===== src/rtl/irqf_pkg.sv =====
package irqf_pkg;
    typedef enum logic [1:0] {
        ACC_IDLE,
        ACC_BIT,
        ACC_BYTE,
        ACC_WORD
    } acc_kind_e;
endpackage


===== src/rtl/irqf_bus_decode.sv =====
module irqf_bus_decode
    import irqf_pkg::*;
#(
    parameter int                NUM_FLAGS = 22,
    parameter int                ADDR_W    = 16,
    parameter logic [ADDR_W-1:0] BASE_ADDR = 16'hFFE0,
    localparam int               NUM_REGS  = (NUM_FLAGS + 7) / 8
) (
    input  logic                 bus_we,
    input  logic [ADDR_W-1:0]    bus_addr,
    input  logic                 bus_word,
    input  logic                 bus_bitop,
    input  logic [2:0]           bus_bitidx,
    input  logic                 bus_bitset,
    input  logic [15:0]          bus_wdata,
    output logic [NUM_REGS-1:0]  reg_hit,
    output logic                 word_hit,
    output logic [NUM_FLAGS-1:0] sw_en,
    output logic [NUM_FLAGS-1:0] sw_val
);
    logic [ADDR_W-1:0] offset;
    logic              in_range;
    acc_kind_e         kind;

    assign offset   = bus_addr - BASE_ADDR;
    assign in_range = (bus_addr >= BASE_ADDR) && (offset < ADDR_W'(NUM_REGS));
    assign word_hit = (bus_addr == BASE_ADDR);

    always_comb begin
        if (!bus_we)        kind = ACC_IDLE;
        else if (bus_bitop) kind = ACC_BIT;
        else if (bus_word)  kind = ACC_WORD;
        else                kind = ACC_BYTE;
    end

    for (genvar r = 0; r < NUM_REGS; r++) begin : g_hit
        assign reg_hit[r] = in_range && (offset == ADDR_W'(r));
    end

    for (genvar i = 0; i < NUM_FLAGS; i++) begin : g_flag
        localparam int REG = i / 8;
        localparam int BIT = i % 8;
        logic word_en;
        logic word_val;

        if (REG < 2) begin : g_word
            assign word_en  = word_hit;
            assign word_val = bus_wdata[REG*8 + BIT];
        end else begin : g_noword
            assign word_en  = 1'b0;
            assign word_val = 1'b0;
        end

        always_comb begin
            sw_en[i]  = 1'b0;
            sw_val[i] = 1'b0;
            unique case (kind)
                ACC_IDLE: begin
                    sw_en[i]  = 1'b0;
                end
                ACC_BIT: begin
                    sw_en[i]  = reg_hit[REG] && (bus_bitidx == 3'(BIT));
                    sw_val[i] = bus_bitset;
                end
                ACC_BYTE: begin
                    sw_en[i]  = reg_hit[REG];
                    sw_val[i] = bus_wdata[BIT];
                end
                ACC_WORD: begin
                    sw_en[i]  = word_en;
                    sw_val[i] = word_val;
                end
                default: begin
                    sw_en[i]  = 1'b0;
                end
            endcase
        end
    end
endmodule


===== src/rtl/irqf_ack_decode.sv =====
module irqf_ack_decode #(
    parameter int NUM_FLAGS = 22,
    parameter int IDX_W     = 5
) (
    input  logic                 ack_stb,
    input  logic [IDX_W-1:0]     ack_idx,
    output logic [NUM_FLAGS-1:0] ack_clr
);
    for (genvar i = 0; i < NUM_FLAGS; i++) begin : g_clr
        assign ack_clr[i] = ack_stb && (ack_idx == IDX_W'(i));
    end
endmodule


===== src/rtl/irqf_flag_cell.sv =====
module irqf_flag_cell (
    input  logic clk,
    input  logic rst_n,
    input  logic hw_set,
    input  logic sw_en,
    input  logic sw_val,
    input  logic ack_clr,
    output logic q
);
    always_ff @(posedge clk or negedge rst_n) begin
        if (!rst_n)       q <= 1'b0;
        else if (hw_set)  q <= 1'b1;
        else if (sw_en)   q <= sw_val;
        else if (ack_clr) q <= 1'b0;
    end
endmodule


===== src/rtl/irq_flag_bank.sv =====
module irq_flag_bank #(
    parameter int          NUM_FLAGS = 22,
    parameter int          IDX_W     = $clog2(NUM_FLAGS),
    parameter logic [15:0] BASE_ADDR = 16'hFFE0
) (
    input  logic                 clk,
    input  logic                 rst_n,
    input  logic [NUM_FLAGS-1:0] req_pulse,
    input  logic                 ack_stb,
    input  logic [IDX_W-1:0]     ack_idx,
    input  logic                 bus_we,
    input  logic [15:0]          bus_addr,
    input  logic                 bus_word,
    input  logic                 bus_bitop,
    input  logic [2:0]           bus_bitidx,
    input  logic                 bus_bitset,
    input  logic [15:0]          bus_wdata,
    output logic [15:0]          bus_rdata,
    output logic [NUM_FLAGS-1:0] flags_o
);
    localparam int NUM_REGS = (NUM_FLAGS + 7) / 8;
    localparam int IMG_W    = NUM_REGS * 8;

    logic [NUM_REGS-1:0]  reg_hit;
    logic                 word_hit;
    logic [NUM_FLAGS-1:0] sw_en;
    logic [NUM_FLAGS-1:0] sw_val;
    logic [NUM_FLAGS-1:0] ack_clr;
    logic [IMG_W-1:0]     img;

    irqf_bus_decode #(
        .NUM_FLAGS (NUM_FLAGS),
        .ADDR_W    (16),
        .BASE_ADDR (BASE_ADDR)
    ) u_bus_dec (
        .bus_we     (bus_we),
        .bus_addr   (bus_addr),
        .bus_word   (bus_word),
        .bus_bitop  (bus_bitop),
        .bus_bitidx (bus_bitidx),
        .bus_bitset (bus_bitset),
        .bus_wdata  (bus_wdata),
        .reg_hit    (reg_hit),
        .word_hit   (word_hit),
        .sw_en      (sw_en),
        .sw_val     (sw_val)
    );

    irqf_ack_decode #(
        .NUM_FLAGS (NUM_FLAGS),
        .IDX_W     (IDX_W)
    ) u_ack_dec (
        .ack_stb (ack_stb),
        .ack_idx (ack_idx),
        .ack_clr (ack_clr)
    );

    for (genvar i = 0; i < NUM_FLAGS; i++) begin : g_cell
        irqf_flag_cell u_cell (
            .clk     (clk),
            .rst_n   (rst_n),
            .hw_set  (req_pulse[i]),
            .sw_en   (sw_en[i]),
            .sw_val  (sw_val[i]),
            .ack_clr (ack_clr[i]),
            .q       (flags_o[i])
        );
    end

    if (IMG_W > NUM_FLAGS) begin : g_pad
        assign img = {{(IMG_W - NUM_FLAGS){1'b0}}, flags_o};
    end else begin : g_nopad
        assign img = flags_o;
    end

    always_comb begin
        bus_rdata = '0;
        if (bus_word) begin
            if (word_hit) bus_rdata = img[15:0];
        end else begin
            for (int r = 0; r < NUM_REGS; r++) begin
                if (reg_hit[r]) bus_rdata[7:0] = img[r*8 +: 8];
            end
        end
    end
endmodule


===== config.mk =====
export PLATFORM = sky130hd
export DESIGN_NAME = irq_flag_bank
export DESIGN_NICKNAME = d
export VERILOG_FILES = /design/src/rtl/irqf_pkg.sv /design/src/rtl/irqf_bus_decode.sv /design/src/rtl/irqf_ack_decode.sv /design/src/rtl/irqf_flag_cell.sv /design/src/rtl/irq_flag_bank.sv
export SDC_FILE = /design/constraint.sdc
export NUM_CORES = 1
export LEC_CHECK = 0
export BUFFER_PORTS_ARGS = -buffer_cell sky130_fd_sc_hd__clkbuf_2
export CAP_MARGIN = 20
export CORE_ASPECT_RATIO = 0.6
export CORE_MARGIN = 4
export CORE_UTILIZATION = 43
export DETAILED_ROUTE_END_ITERATION = 8
export HOLD_SLACK_MARGIN = 0.02
export MAX_ROUTING_LAYER = met4
export PLACE_DENSITY = 0.84
export SYNTH_ARGS = -nofsm -noshare
export SYNTH_HDL_FRONTEND = slang
export SYNTH_SLANG_ARGS = --single-unit

===== constraint.sdc =====
create_clock -name clk -period 3.3 [get_ports clk]
set_input_delay 0.825 -clock clk [delete_from_list [all_inputs] [get_ports clk]]
set_output_delay 0.825 -clock clk [all_outputs]
set_load 0.03 [all_outputs]

==> metrics.md <==
| Metric | Value |
|---|---|
| WP data arrival | roughly 2600 ps |
| WL final | ~9000 um |
| Setup CP Type | input pin to output port |
| Met3 GRT Util | ~5% |
| Power, Total | between 0.6 and 0.7 mW |
| GPL Wtd Cong | 0.962 |
| Slowest cell on crit path | or3_4 |
| Max reg flops | 22 |
| Grt met1 use | a little under two fifths |
| Port bufs | 106 |
| Non-Filler Instances | 480 |
| Synth warn | 0 |
| Failing checks | negative setup slack |
| Largest net degree at the start of global routing | 23 |
| CTS clk-pin slew, worst paths | ~90 ps |
| Clock insertion delay at the later pin of the skew report | 260 ps |
| P&R area growth vs syn | 34.9% |
| I/O Pins | around 110 |
| Top cells by area, synth | dfrtp_1, buf_4, o21ai_0 |
| # DRC | 0 |
| Clk sinks | 22 |
| Total grt overflow | 0 |
| Crit path launch type | input pin |
| Crit. End Element | output port |
| Initial Util | 45.5% |
| Tot GR Track Use | 27.5% |
| Maxcap violations | 0 |
| Drt wl/cell | 18.9 um |
| TritonCTS clock tree | built |
| Die area | slightly below 7000 sq um |
| Ant. Diodes | 0 |
| Maximum VDD drop | ~0.00011 V |
| Final core occ | between 60 and 70% |
| Syn_area_per_cell | 7.43 sq um |
| Worst endpoint required time | approximately 2500 ps |
| Root Driver | clkbuf_8 |
| Iter 0 DRT Violations | around 350 |
| Num CTS Buffers | 3 |
| Fraction of layout instances using a drive strength above 1 | 39.6% |
| CP cell instances | buf_6 > or3b_4 > or4_4 > or3_4 > nor2_4 > o31ai_4 > clkbuf_8 |
| M2 GR Usage | between 40% and 50% |
| Slew headroom | 60.9% |
| Leakage | approximately 1.4 nW |
| Final net count | between 400 and 500 |
| Final hold vios | 0 |
| Core Region | between 5000 and 6000 sq um |
| Post-Place Cells | between 400 and 500 |
| CTS Buffer Depth | 2 |
| Post-synthesis sequential area ratio | a little under a quarter |
| Syn_nets | ~400 |
| Ys flop type | dfrtp_1 |
| Top cell type by total area after synthesis | dfrtp_1 |
| RSZ-0062 raised after global routing | yes |
| Pwr dens | ~200 nW/um^2 |
| Post-route ant nets | 0 |
| H-tree depth | 1 |
| Yosys cell types | 51 |
| Chip Height | roughly 66 um |
| Die Width | just over 100 um |
| Crit Path Max Fanout | 7 |
| DR vias/cell | 6.05 |
| Initial antenna violation count | 0 |
| GR peak layer | met2 |
| Final worst slack | -111 ps |
| EDFF count, synth | 0 |
| Gate Count Post-Synth | around 320 |
| Status | finished, violations left |
| # rows | 20 |
| Largest register by flop count | g_cell.u_cell.q |
| Post-DP HPWL | 7180 um |
| F_max | 293 MHz |
| First-pass GRT wire length | 14400 um |
| Area of the mapped netlist | approximately 2400 sq um |
| Via count | 2902 |
| Hold buffer count at CTS | 0 |
| Tmin final | around 3400 ps |
| Final setup fails | 10 |
| Worst-case reg-to-reg path depth | 3 |
| Delay of the slowest critical-path stage | between 400 and 500 ps |
| Setup Skew | 0 ps |
| Vias in the first global route | around 2800 |
| Async SR Flop Fraction | 100% |
| Worst Hold Class | input pin to asynchronous set/reset pin |
| DRT Pass-1 Iters | 6 |
| Period utilization | 103% |
| Fillers | between 400 and 500 |
| Worst Tran Pin Value | 586 ps |
| Area share of the largest cell type after synthesis | 23.2% |
| Largest regs | g_cell.u_cell.q x22 |
| Final-report max-slew violation count | 0 |
| Register bit count reported by yosys | 22 |
| Postcts setup bufs | 0 |
[metrics by stage]
step                setup TNS [ps]  hold slack, ps  cell area [sq um]  setup slack, ps
finish                        -694             545               3200             -111
global route                 -1040             601               3200             -140
CTS                           -842             566               3170             -103
detailed placement           -1670             598               3050             -207
global placement             -1420             563               3050             -176
floorplan                     -814             529               2500             -141
[kinds of logic after synthesis]
logic type                 count (synthesis)  synth area share (%)
AOI/OAI and AO/OA                        120                  32.9
DFF                                       22                  23.2
and+or+nand+nor                          107                  23.6
muxes                                     17                  7.29
xor gates and xnor gates                   1                 0.370
adders and majority gates                  1                 0.528
buffers and inverters                     51                  12.0
[repair_timing]
action	CTS	global route
hold endpoints to repair	0	0
setup endpoints to repair	10	10
pin swaps	2	0
resized for setup	22	13
[worst max-delay path, delay by kind of cell]
kind	cells	cell delay, ps
simple gates	4	1440
buf+inv	2	260
compound gates	1	70
[placed cells by master, fill, tap and decap left out, types with 5 or more instances in the layout]
cell type	n
clkbuf_2	95
o21ai_0	33
nand2_1	29
a21oi_1	26
buf_4	24
dfrtp_1	22
nor2_1	21
inv_1	16
mux2i_1	15
o21a_1	10
nand3_1	8
nor2_4	7
nor3_2	7
a211oi_1	7
a21boi_0	6
a211o_1	6
clkbuf_8	6
o31ai_2	5
a311o_1	5
[Yosys cell counts (2+ instances only)]
library cell,instances
and3_1,2
nand3b_1,2
a21o_1,2
o31ai_1,12
nor3_4,2
a211o_1,6
nand4b_1,2
o21ai_0,33
a21boi_0,6
and2_1,2
a41oi_1,2
o211a_1,2
nand3_1,8
clkbuf_1,10
mux2_2,2
nand4_1,2
nand2b_1,4
a311o_1,5
mux2i_1,15
a21oi_1,26
a31oi_1,4
nor2b_1,4
a211oi_1,7
buf_4,23
nand2_1,29
o21a_1,10
dfrtp_1,22
inv_1,16
nor2_1,28
nor3_1,10
[metal layers]
layer,vias to the layer above,part of all wire [%]
met2,216,43
met4,0,2.1
met1,1316,43
met3,25,12
met5,-,0
li1,1345,-
[cell type report]
cell class                      count  area (sq um)  area share [%]
Tap cell                           66          82.6            2.58
Sequential cell                    22           551            17.2
Inverter                           16          60.1            1.88
Clock buffer                        3          41.3            1.29
Timing Repair Buffer              127           749            23.4
Multi-Input combinational cell    246          1710            53.6
[where the power goes]
group | total [mW] | leakage, nW | internal [mW] | switching, mW
clock | 0.172 | 0.0216 | 0.0817 | 0.0906
combinational | 0.195 | 1.21 | 0.0775 | 0.117
sequential | 0.277 | 0.195 | 0.273 | 0.00399
total | 0.644 | 1.43 | 0.432 | 0.212
[final timing paths]
path,endpoint,slack [ps],startpoint
max in group asynchronous,g_cell[9].u_cell.q,2370,rst_n
min,g_cell[21].u_cell.q,540,rst_n
min in group clk,g_cell[0].u_cell.q,630,g_cell[0].u_cell.q
min reg2reg,g_cell[0].u_cell.q,630,g_cell[0].u_cell.q
max,bus_rdata[5],-110,bus_addr[3]
max reg2reg,g_cell[1].u_cell.q,2170,g_cell[1].u_cell.q
(Power assumes the default switching activity.)
